[src/rtl/irq_router_pkg.sv]
package irq_router_pkg;

  localparam logic [31:0] PEND_BASE  = 32'h0000_1000;
  localparam logic [31:0] MODE_BASE  = 32'h0000_1080;
  localparam logic [31:0] EN_BASE    = 32'h0000_2000;
  localparam logic [31:0] EN_STRIDE  = 32'h0000_0080;
  localparam logic [31:0] CTX_BASE   = 32'h0020_0000;
  localparam logic [31:0] CTX_STRIDE = 32'h0000_1000;

  typedef enum logic [2:0] {
    RG_NONE,
    RG_PRIO,
    RG_PEND,
    RG_MODE,
    RG_EN,
    RG_THR,
    RG_CLAIM
  } reg_kind_e;

  typedef struct packed {
    reg_kind_e   kind;
    logic [15:0] idx;
    logic [7:0]  ctx;
  } reg_hit_t;

endpackage

[src/rtl/irq_decode.sv]
module irq_decode
  import irq_router_pkg::*;
#(
  parameter int unsigned NUM_SRC = 32,
  parameter int unsigned NUM_CTX = 2,
  parameter int unsigned ADDR_W  = 24
) (
  input  logic [ADDR_W-1:0] addr,
  output reg_hit_t          hit
);

  localparam int unsigned NW       = (NUM_SRC + 31) / 32;
  localparam logic [31:0] PRIO_END = 32'(4 * NUM_SRC);
  localparam logic [31:0] PEND_END = PEND_BASE + 32'(4 * NW);
  localparam logic [31:0] MODE_END = MODE_BASE + 32'(4 * NW);
  localparam logic [31:0] EN_END   = EN_BASE + EN_STRIDE * 32'(NUM_CTX);
  localparam logic [31:0] CTX_END  = CTX_BASE + CTX_STRIDE * 32'(NUM_CTX);
  localparam logic [31:0] EN_WORDS = 32'(4 * NW);

  logic [31:0] a;
  logic [31:0] off;

  always_comb begin
    a   = 32'(addr) & ~32'h3;
    off = '0;
    hit = '0;
    hit.kind = RG_NONE;
    if (a < PRIO_END) begin
      hit.kind = RG_PRIO;
      hit.idx  = a[17:2];
    end else if (a >= PEND_BASE && a < PEND_END) begin
      off      = a - PEND_BASE;
      hit.kind = RG_PEND;
      hit.idx  = off[17:2];
    end else if (a >= MODE_BASE && a < MODE_END) begin
      off      = a - MODE_BASE;
      hit.kind = RG_MODE;
      hit.idx  = off[17:2];
    end else if (a >= EN_BASE && a < EN_END) begin
      off = a - EN_BASE;
      if (32'(off[6:0]) < EN_WORDS) begin
        hit.kind = RG_EN;
        hit.ctx  = off[14:7];
        hit.idx  = {11'b0, off[6:2]};
      end
    end else if (a >= CTX_BASE && a < CTX_END) begin
      off     = a - CTX_BASE;
      hit.ctx = off[19:12];
      if (off[11:0] == 12'h000) hit.kind = RG_THR;
      else if (off[11:0] == 12'h004) hit.kind = RG_CLAIM;
    end
  end

endmodule

[src/rtl/irq_gateway.sv]
module irq_gateway (
  input  logic clk,
  input  logic rst_n,
  input  logic src,
  input  logic edge_mode,
  input  logic claim,
  input  logic complete,
  output logic pending,
  output logic busy
);

  logic prev_q;
  logic pend_q;
  logic busy_q;
  logic held_q;
  logic rise;
  logic req;

  assign rise = src & ~prev_q;
  assign req  = edge_mode ? rise : src;

  always_ff @(posedge clk) begin
    if (!rst_n) begin
      prev_q <= 1'b0;
      pend_q <= 1'b0;
      busy_q <= 1'b0;
      held_q <= 1'b0;
    end else begin
      prev_q <= src;
      if (!busy_q) begin
        if (req) begin
          pend_q <= 1'b1;
          busy_q <= 1'b1;
        end
      end else if (complete && !pend_q) begin
        if (held_q) begin
          pend_q <= 1'b1;
          held_q <= 1'b0;
        end else begin
          busy_q <= 1'b0;
        end
      end else begin
        if (claim) pend_q <= 1'b0;
        if (edge_mode && rise) held_q <= 1'b1;
      end
    end
  end

  assign pending = pend_q;
  assign busy    = busy_q;

endmodule

[src/rtl/irq_arbiter.sv]
module irq_arbiter #(
  parameter int unsigned NUM_SRC = 32,
  parameter int unsigned PRIO_W  = 3,
  localparam int unsigned IDW    = $clog2(NUM_SRC)
) (
  input  logic                            clk,
  input  logic                            rst_n,
  input  logic [NUM_SRC-1:0]              pend,
  input  logic [NUM_SRC-1:0]              en,
  input  logic [NUM_SRC-1:0][PRIO_W-1:0]  prio,
  input  logic [PRIO_W-1:0]               thr,
  output logic [IDW-1:0]                  win_id,
  output logic                            win_valid,
  output logic                            irq
);

  logic [PRIO_W-1:0] best_p;
  logic [IDW-1:0]    best_id;
  logic              irq_q;

  // Scan upward; a later source must beat the current best strictly,
  // so equal priorities keep the lower ID. Starting at the threshold
  // makes the strict threshold compare fall out of the same chain.
  always_comb begin
    best_p  = thr;
    best_id = '0;
    for (int i = 1; i < NUM_SRC; i++) begin
      if (pend[i] && en[i] && (prio[i] > best_p)) begin
        best_p  = prio[i];
        best_id = IDW'(i);
      end
    end
  end

  assign win_id    = best_id;
  assign win_valid = (best_id != '0);

  always_ff @(posedge clk) begin
    if (!rst_n) irq_q <= 1'b0;
    else        irq_q <= win_valid;
  end

  assign irq = irq_q;

endmodule

[src/rtl/irq_router.sv]
module irq_router
  import irq_router_pkg::*;
#(
  parameter int unsigned NUM_SRC = 32,
  parameter int unsigned NUM_CTX = 2,
  parameter int unsigned PRIO_W  = 3,
  parameter int unsigned ADDR_W  = 24
) (
  input  logic               clk,
  input  logic               rst_n,
  input  logic [NUM_SRC-1:0] src_i,
  input  logic               bus_sel,
  input  logic               bus_we,
  input  logic [ADDR_W-1:0]  bus_addr,
  input  logic [31:0]        bus_wdata,
  output logic [31:0]        bus_rdata,
  output logic [NUM_CTX-1:0] irq_o
);

  localparam int unsigned NW   = (NUM_SRC + 31) / 32;
  localparam int unsigned PADN = NW * 32;
  localparam int unsigned IDW  = $clog2(NUM_SRC);

  reg_hit_t                              hit;
  logic                                  rd;
  logic                                  wr;
  logic [NUM_SRC-1:0][PRIO_W-1:0]        prio_q;
  logic [NUM_CTX-1:0][NUM_SRC-1:0]       en_q;
  logic [NUM_CTX-1:0][PRIO_W-1:0]        thr_q;
  logic [NUM_SRC-1:0]                    mode_q;
  logic [NUM_SRC-1:0]                    pending;
  logic [NUM_SRC-1:0]                    busy;
  logic [NUM_SRC-1:0]                    claim_v;
  logic [NUM_SRC-1:0]                    done_v;
  logic [NUM_CTX-1:0][IDW-1:0]           win_id;
  logic [NUM_CTX-1:0]                    win_valid;
  logic [PADN-1:0]                       pend_pad;
  logic [PADN-1:0]                       mode_pad;
  logic [NUM_CTX-1:0][PADN-1:0]          en_pad;
  logic [31:0]                           rd_val;
  logic [31:0]                           rdata_q;

  assign rd = bus_sel & ~bus_we;
  assign wr = bus_sel &  bus_we;

  irq_decode #(
    .NUM_SRC(NUM_SRC),
    .NUM_CTX(NUM_CTX),
    .ADDR_W (ADDR_W)
  ) u_decode (
    .addr(bus_addr),
    .hit (hit)
  );

  // Per-source gateways; ID 0 has none.
  for (genvar i = 0; i < NUM_SRC; i++) begin : g_src
    if (i == 0) begin : g_none
      assign pending[i] = 1'b0;
      assign busy[i]    = 1'b0;
    end else begin : g_gw
      irq_gateway u_gw (
        .clk      (clk),
        .rst_n    (rst_n),
        .src      (src_i[i]),
        .edge_mode(mode_q[i]),
        .claim    (claim_v[i]),
        .complete (done_v[i]),
        .pending  (pending[i]),
        .busy     (busy[i])
      );
    end
  end

  // One arbiter per context.
  for (genvar c = 0; c < NUM_CTX; c++) begin : g_ctx
    irq_arbiter #(
      .NUM_SRC(NUM_SRC),
      .PRIO_W (PRIO_W)
    ) u_arb (
      .clk      (clk),
      .rst_n    (rst_n),
      .pend     (pending),
      .en       (en_q[c]),
      .prio     (prio_q),
      .thr      (thr_q[c]),
      .win_id   (win_id[c]),
      .win_valid(win_valid[c]),
      .irq      (irq_o[c])
    );
    assign en_pad[c] = PADN'(en_q[c]);
  end

  assign pend_pad = PADN'(pending);
  assign mode_pad = PADN'(mode_q);

  // Claim on read of a non-empty context; completion on a write of an
  // enabled, existing ID.
  always_comb begin
    claim_v = '0;
    done_v  = '0;
    for (int c = 0; c < NUM_CTX; c++) begin
      if (hit.kind == RG_CLAIM && hit.ctx == 8'(c)) begin
        if (rd && win_valid[c]) claim_v[win_id[c]] = 1'b1;
        if (wr) begin
          for (int i = 1; i < NUM_SRC; i++) begin
            if (bus_wdata == 32'(i) && en_q[c][i]) done_v[i] = 1'b1;
          end
        end
      end
    end
  end

  // Configuration registers.
  always_ff @(posedge clk) begin
    if (!rst_n) begin
      prio_q <= '0;
      en_q   <= '0;
      thr_q  <= '0;
      mode_q <= '0;
    end else if (wr) begin
      case (hit.kind)
        RG_PRIO: begin
          for (int i = 1; i < NUM_SRC; i++) begin
            if (hit.idx == 16'(i)) prio_q[i] <= bus_wdata[PRIO_W-1:0];
          end
        end
        RG_MODE: begin
          for (int i = 1; i < NUM_SRC; i++) begin
            if (hit.idx == 16'(i / 32)) mode_q[i] <= bus_wdata[i % 32];
          end
        end
        RG_EN: begin
          for (int c = 0; c < NUM_CTX; c++) begin
            for (int i = 1; i < NUM_SRC; i++) begin
              if (hit.ctx == 8'(c) && hit.idx == 16'(i / 32))
                en_q[c][i] <= bus_wdata[i % 32];
            end
          end
        end
        RG_THR: begin
          for (int c = 0; c < NUM_CTX; c++) begin
            if (hit.ctx == 8'(c)) thr_q[c] <= bus_wdata[PRIO_W-1:0];
          end
        end
        default: ;
      endcase
    end
  end

  // Read multiplexer.
  always_comb begin
    rd_val = '0;
    case (hit.kind)
      RG_PRIO: begin
        for (int i = 0; i < NUM_SRC; i++) begin
          if (hit.idx == 16'(i)) rd_val = 32'(prio_q[i]);
        end
      end
      RG_PEND: begin
        for (int w = 0; w < NW; w++) begin
          if (hit.idx == 16'(w)) rd_val = pend_pad[w*32 +: 32];
        end
      end
      RG_MODE: begin
        for (int w = 0; w < NW; w++) begin
          if (hit.idx == 16'(w)) rd_val = mode_pad[w*32 +: 32];
        end
      end
      RG_EN: begin
        for (int c = 0; c < NUM_CTX; c++) begin
          for (int w = 0; w < NW; w++) begin
            if (hit.ctx == 8'(c) && hit.idx == 16'(w))
              rd_val = en_pad[c][w*32 +: 32];
          end
        end
      end
      RG_THR: begin
        for (int c = 0; c < NUM_CTX; c++) begin
          if (hit.ctx == 8'(c)) rd_val = 32'(thr_q[c]);
        end
      end
      RG_CLAIM: begin
        for (int c = 0; c < NUM_CTX; c++) begin
          if (hit.ctx == 8'(c)) rd_val = 32'(win_id[c]);
        end
      end
      default: rd_val = '0;
    endcase
  end

  always_ff @(posedge clk) begin
    if (!rst_n)  rdata_q <= '0;
    else if (rd) rdata_q <= rd_val;
  end

  assign bus_rdata = rdata_q;

endmodule

[config.mk]
export PLATFORM = sky130hd
export DESIGN_NAME = irq_router
export DESIGN_NICKNAME = d
export VERILOG_FILES = /design/src/rtl/irq_router_pkg.sv /design/src/rtl/irq_decode.sv /design/src/rtl/irq_gateway.sv /design/src/rtl/irq_arbiter.sv /design/src/rtl/irq_router.sv
export SDC_FILE = /design/constraint.sdc
export NUM_CORES = 1
export LEC_CHECK = 0
export BUFFER_PORTS_ARGS = -buffer_cell sky130_fd_sc_hd__buf_2
export CORE_AREA = 2 2 256 258
export DETAILED_ROUTE_END_ITERATION = 8
export DIE_AREA = 0 0 258 260
export GPL_TIMING_DRIVEN = 0
export PLACE_DENSITY = 0.55
export SYNTH_ARGS = -nofsm -noshare
export SYNTH_HDL_FRONTEND = slang
export SYNTH_SLANG_ARGS = --single-unit
[constraint.sdc]
create_clock -name clk -period 39.9 [get_ports clk]
set_input_delay 7.98 -clock clk [delete_from_list [all_inputs] [get_ports clk]]
set_output_delay 7.98 -clock clk [all_outputs]
set_load 0.01 [all_outputs]
==> impl_metrics.tcl, run 1 <==
set metrics [dict create \
    status "complete, no violations" \
    die_w_um 258 \
    num-nets-final 4082 \
    crit_path_frequent_cell "ha_1" \
    arrival_ns 39.21 \
    timing.hold.ws_ns 0.4604 \
    hold_class "reg -> reg" \
    pwr_density_cell_nw_per_um2 26.35 \
    ys_seq_elements 350 \
    synth-main-ff-cell "dfxtp_1" \
    crit_path_top_delay_cell "a221oi_4" \
    total_power_mw 0.8561 \
    finalSetupViolations 0 \
    min_period_over_period 0.9708 \
    drt_pass1_iterations 7 \
    grt_pass1_vias 26270 \
    first_iter_violations 3515 \
    whs_path_depth 1 \
    synthesis.nets 3739 \
    synth_edf_count 0 \
    ys_types 85 \
    gp_congestion 1.060 \
    synth_most_common_cell "nand2_1" \
    netlist.area_leader.share 0.2737 \
    cts.sinks 350 \
    std_cell_rows 93 \
    fmax_ghz 0.02582 \
    route.detailed.drc 0 \
    critPathRequiredTime_ns 40.38 \
    grt_pass1_wl_um 171400 \
    synth.area.top_cells "dfxtp_1 27%, nand2_1 8.2%, ha_1 6.8%, a21boi_0 5.6%, a21oi_1 4.9%" \
    area_growth_pct 26.93 \
    fill_cells 6336 \
    root_buffer "clkbuf_16" \
    clock_latency_ns 0.60 \
    cts_tree "built" \
    min_period_ns 38.74 \
    grt_max_degree 14 \
    leakagePower_nw 12.05 \
    cts_buffers 42 \
    synth_top_area_cell "dfxtp_1" \
    synthTopCellsByCount "560 x nand2_1, 350 x dfxtp_1, 256 x nor2_1, 251 x a21oi_1, 199 x nand3_1" \
    wirelength_um 121100 \
    maxSlewViolCount 0 \
    dp_hpwl_um 92450 \
    hold_viol 0 \
    finalClockSkew_ns 0.02143 \
    slew_headroom 0.03051 \
    vias_per_cell 6.208 \
    synthesis.area_um2 25600 \
    ir_worst_vdd_mv 0.03463 \
    yosysWarnings 0 \
    dr_total_vias 29440 \
    grt_overflow 0 \
    cts_buffer_depth 3 \
    core-area_um2 64120 \
    start_util 0.3993 \
    synth_cells 3508 \
    critPathLaunchType "flip-flop" \
    track_usage 0.3402 \
    dpl_cell_area_um2 27310 \
    tightest_slew_ns 1.441 \
    crit_path_max_fanout 7 \
    seq_area_frac_synth 0.2737 \
    htree_num_levels 2 \
    routedWlPerCell_um 25.55 \
    ys_async_sr_fraction 0 \
    portBuffers 119 \
    drive_above_1_share 0.1991 \
    cp-end-kind "flip-flop" \
    rr_worst_depth 213 \
    final_area_um2 32490 \
    cp_slowest_stage_delay_ns 0.42 \
    drv_cap 0 \
    die_area_um2 67080 \
    avgSynthCellArea_um2 7.297 \
    clk_pin_slew_worst_paths_ns 0.07 \
    num_io_pins 126 \
    dieHeight_um 260 \
    ant_nets 0 \
    grt_antenna_before_repair 3 \
    critical_path_class "reg -> reg" \
]
## layer usage
metal	GRT usage	vias up	share of wire
met5	0	-	0.00018
met4	0.1708	4	0.061
met3	0.05799	379	0.096
met2	0.5175	1569	0.42
met1	0.4631	14000	0.42
li1	-	13490	-
## final timing paths
check        slack [ns]                                       end                                 from
max                1.16  g_src[23].g_gw.u_gw.pending$_SDFFE_PN0P_                thr_q[2]$_SDFFE_PN0P_
min reg2reg        0.46   g_src[24].g_gw.u_gw.held_q$_SDFFE_PN0P_  g_src[24].g_gw.u_gw.busy$_SDFF_PN0_
max reg2reg        1.16  g_src[23].g_gw.u_gw.pending$_SDFFE_PN0P_                thr_q[2]$_SDFFE_PN0P_
min                0.46   g_src[24].g_gw.u_gw.held_q$_SDFFE_PN0P_  g_src[24].g_gw.u_gw.busy$_SDFF_PN0_
## per-stage QoR
step	instances	util	setup TNS, ns	setup slack [ns]
detailed placement	4483	0.4260	-295.67	-8.274
finish	4742	0.5068	0	1.165
global route	4738	0.5066	-15.42	-0.5189
CTS	4631	0.4711	0	0.01067
global placement	4482	0.4257	-292.69	-8.251
floorplan	3508	-	0	0.1067
## registers in the layout (all words and copies together) (netlist names)
register,count
prio_q,93
en_pad,62
bus_rdata,32
g_src.g_gw.u_gw.busy,31
g_src.g_gw.u_gw.held_q,31
g_src.g_gw.u_gw.pending,31
g_src.g_gw.u_gw.prev_q,31
mode_pad,31
thr_q,6
g_ctx.u_arb.irq,2
## placed cells by master, fill, tap and decap left out, drive strengths merged, types with 102 or more instances in the layout
| cell type | count |
|---|---|
| buf | 319 |
| a21oi | 254 |
| nand2 | 560 |
| o21ai | 176 |
| nand3 | 199 |
| clkbuf | 209 |
| and2 | 102 |
| nor2 | 257 |
| a21boi | 191 |
| inv | 123 |
| ha | 139 |
| dfxtp | 350 |
## timing repair
action / 4_1_cts / 5_1_grt
setup endpoints to repair: 38 / 38
setup buffers: 74 / 105
pin swaps: 46 / 207
hold buffers: 0 / 0
resized for setup: 186 / 340
gates cloned: 0 / 2
## cells by family after synthesis
family | Yosys count | synth area share
buffers and inverters | 293 | 0.04384
adders and majority gates | 151 | 0.07273
xor gates and xnor gates | 5 | 0.001711
muxes | 82 | 0.03324
and+or+nand+nor | 1577 | 0.3007
AOI/OAI and AO/OA | 1050 | 0.2740
DFF | 350 | 0.2737
## layout make-up
| type | count | area (um^2) | area share |
|---|---|---|---|
| multi-input combinational | 2866 | 19750 | 0.6078 |
| sequential | 350 | 7029 | 0.2163 |
| timing repair buffer | 300 | 2022 | 0.06223 |
| clock buffer | 58 | 1161 | 0.03574 |
| tap | 855 | 1070 | 0.03293 |
| buffer | 170 | 706.9 | 0.02176 |
| inverter | 121 | 456.7 | 0.01406 |
| clock inverter | 18 | 286.5 | 0.008819 |
| antenna | 4 | 10.01 | 0.0003081 |
## report_power, final
group          total [mW]  switching [mW]  internal, mW  leakage (nW)
combinational      0.0689          0.0475        0.0214          8.49
clock               0.417           0.173         0.244         0.708
sequential          0.370          0.0124         0.358          2.85
## worst max-delay path: cells and delay by family, from the launching register on
family | cells | cell delay (ns)
AOI/OAI and AO/OA | 79 | 13.99
adders and majority gates | 41 | 11.16
buffers and inverters | 11 | 1.19
DFF | 1 | 0.38
muxes | 8 | 2.69
and+or+nand+nor | 74 | 9.14
Power figures use the tool's default switching activity.
==> inputs of run 2 (changes only) <==
--- a/config.mk
+++ b/config.mk
@@ -5,10 +5,11 @@
 export SDC_FILE = /design/constraint.sdc
 export NUM_CORES = 1
 export LEC_CHECK = 0
+export ABC_AREA = 1
 export BUFFER_PORTS_ARGS = -buffer_cell sky130_fd_sc_hd__buf_2
-export CORE_AREA = 2 2 256 258
+export CORE_AREA = 2 2 249 251
 export DETAILED_ROUTE_END_ITERATION = 8
-export DIE_AREA = 0 0 258 260
+export DIE_AREA = 0 0 251 253
 export GPL_TIMING_DRIVEN = 0
 export PLACE_DENSITY = 0.55
 export SYNTH_ARGS = -nofsm -noshare
==> run 2 against run 1 <==
Effect of this change: critical path depth is 6 lower; first-iteration DRC count is 29% lower; non-clock buffer count decreased by 195; combinational power is 25% lower; utilization down 5.3 points; critical path type unchanged.
==> impl_metrics.tcl, run 2 <==
set metrics [dict create \
    avgSynthCellArea_um2 6.503 \
    synthesis.area_um2 24140 \
    synth.area.top_cells "dfxtp_1 29%, nand2_1 11%, o21ai_0 9.7%, inv_1 9.0%, ha_1 7.2%" \
    largest-register "prio_q" \
    ir_worst_vdd_mv 0.03157 \
    critPathLaunchType "flip-flop" \
    reg2reg_slack_ns 3.93 \
    portBuffers 121 \
    tightest_slew_ns 1.273 \
    drv_cap 0 \
    synth-main-ff-cell "dfxtp_1" \
    dpl_cell_area_um2 25740 \
    cts_tree "built" \
    cp-end-kind "flip-flop" \
    synth_cells 3713 \
    yosysWarnings 0 \
    maxSlewViolCount 0 \
    grt_antenna_before_repair 1 \
    fmax_ghz 0.02780 \
    cts_buffers 42 \
    diodes 0 \
    dp_hpwl_um 86470 \
    min_period_ns 35.97 \
    std_cell_rows 91 \
    num-nets-final 4159 \
    crit_path_max_fanout 8 \
    num_io_pins 126 \
    seq_area_frac_synth 0.2902 \
    arrival_ns 36.50 \
    slew_headroom 0.1391 \
    drt_pass1_iterations 6 \
    final_area_um2 27670 \
    crit_path_top_delay_cell "dfxtp_1" \
    wirelength_um 105400 \
    area_growth_pct 14.60 \
    grtUsageMet2 0.5034 \
    synthTopCellsByCount "676 x nand2_1, 581 x inv_1, 466 x o21ai_0, 350 x dfxtp_1, 337 x a21oi_1" \
    dieHeight_um 253 \
    pwr_density_cell_nw_per_um2 30.41 \
    ys_types 64 \
    layout_common_cells "676 x nand2_1, 581 x inv_1, 456 x o21ai_0" \
    first_iter_violations 2487 \
    hold_viol 0 \
    core-area_um2 61030 \
    fill_cells 6587 \
    hold_class "reg -> reg" \
    finalSetupViolations 0 \
    start_util 0.3956 \
    cp_slowest_stage_delay_ns 0.40 \
    cp-startpoint "thr_q[5]$_SDFFE_PN0P_" \
    grt_util_met3 0.03742 \
    synth_edf_count 0 \
    clk_pin_slew_worst_paths_ns 0.06 \
    synthesis.nets 3944 \
    pre_cts_slack_ns 2.980 \
    leakagePower_nw 12.38 \
    cts.sinks 350 \
    critical_path_class "reg -> reg" \
    finalClockSkew_ns 0.02919 \
    setup_slack_ns 3.926 \
    cts_hold_buf 0 \
    grtUsageMet1 0.4484 \
    vias_per_cell 5.607 \
    gp_congestion 1.017 \
    status "complete, no violations" \
    whs_path_depth 2 \
    routedWlPerCell_um 22.18 \
    min_period_over_period 0.9016 \
    grt_pass1_vias 24380 \
    largest_register_ffs 93 \
    cts_buffer_depth 3 \
    r2r-end "g_src[16].g_gw.u_gw.pending$_SDFFE_PN0P_" \
    critPathRequiredTime_ns 40.43 \
    hold_start "bus_rdata[15]$_SDFFE_PN0P_" \
    grt_pass1_wl_um 153700 \
    die_w_um 251 \
    top_usage_layer "met2" \
    dr_total_vias 26650 \
    synth_most_common_cell "nand2_1" \
    root_buffer "clkbuf_16" \
    htree_num_levels 2 \
    crit_path_frequent_cell "nand2_1" \
    die_area_um2 63500 \
    worst_r2r_startpoint "thr_q[5]$_SDFFE_PN0P_" \
    clock_latency_ns 0.60 \
    final_util 0.4534 \
    hold_end "bus_rdata[15]$_SDFFE_PN0P_" \
    ys_seq_elements 350 \
    ys_async_sr_fraction 0 \
    netlist.area_leader.share 0.2902 \
    grt_overflow 0 \
    synth_top_area_cell "dfxtp_1" \
    mostFrequentLayoutCell "nand2_1" \
    rr_worst_depth 207 \
    route.detailed.drc 0 \
    total_power_mw 0.8413 \
    grt_max_degree 14 \
    drive_above_1_share 0.1070 \
    track_usage 0.3246 \
    ant_nets 0 \
]
## run 2: cells by family (layout without fill, tap and decap cells)
logic type      Yosys count  after routing  synth area share
simple gates           1422           1423            0.2711
buf+inv                 715            963            0.1130
flops                   350            350            0.2902
compound gates         1086           1086            0.2533
xor+xnor                  1              1         0.0003628
fa+ha+maj               139            139           0.07203
## run 2: worst max-delay path, delay by kind of cell, from the launching register on
| family | cells | cell delay (ns) |
|---|---|---|
| AND/OR/NAND/NOR | 101 | 13.98 |
| flip-flops | 1 | 0.40 |
| buffers and inverters | 15 | 2.03 |
| adder cells (fa/ha/maj) | 31 | 10.42 |
| AO/OA/AOI/OAI | 60 | 8.98 |
## run 2: layout make-up
class / instances / area, um^2 / share of cell area
multi-input cells: 2649 / 14480 / 0.5232
flip-flops and latches: 350 / 7007 / 0.2532
inverters: 610 / 2297 / 0.08302
clock buffers: 62 / 1266 / 0.04576
well taps: 790 / 988.4 / 0.03572
repair buffers: 170 / 973.4 / 0.03518
plain buffers: 105 / 431.7 / 0.01560
clock inverters: 16 / 227.7 / 0.008230
## run 2: per-stage QoR
step           TNS [ns]  hold slack, ns  std cells
4_1_cts               0          0.4639       4702
3_5_place_dp          0          0.4544       4624
5_1_grt        -0.07560          0.4762       4752
2_1_floorplan         0          0.4369       3713
6_report              0          0.4600       4752
3_3_place_gp          0          0.4511       4624
## run 2: timing repair
item | 4_1_cts | 5_1_grt
endpoints found under the hold margin | 0 | 0
setup endpoints to repair | 0 | 38
resized for setup | 0 | 21
buffers inserted | 0 | 49
## run 2: how the worst max path moves through the flow
stage	to	slack, ns
floorplan	g_src[28].g_gw.u_gw.pending$_SDFFE_PN0P_	9.44
global placement	g_src[16].g_gw.u_gw.pending$_SDFFE_PN0P_	3.24
detailed placement	g_src[16].g_gw.u_gw.pending$_SDFFE_PN0P_	2.98
CTS	g_src[16].g_gw.u_gw.pending$_SDFFE_PN0P_	2.93
global route	g_src[16].g_gw.u_gw.pending$_SDFFE_PN0P_	-0.08
finish	g_src[16].g_gw.u_gw.pending$_SDFFE_PN0P_	3.93
## run 2: per-layer routing
layer,vias up,part of all wire
li1,13060,-
met1,12390,0.45
met2,998,0.43
met3,201,0.066
met4,0,0.053
met5,-,0
## run 2: report_power, final
group | internal [mW] | total (mW) | leakage (nW) | switching, mW
logic | 0.0133 | 0.0519 | 8.79 | 0.0386
clock network | 0.248 | 0.420 | 0.740 | 0.172
registers | 0.357 | 0.369 | 2.85 | 0.0126
total | 0.618 | 0.841 | 12.4 | 0.223
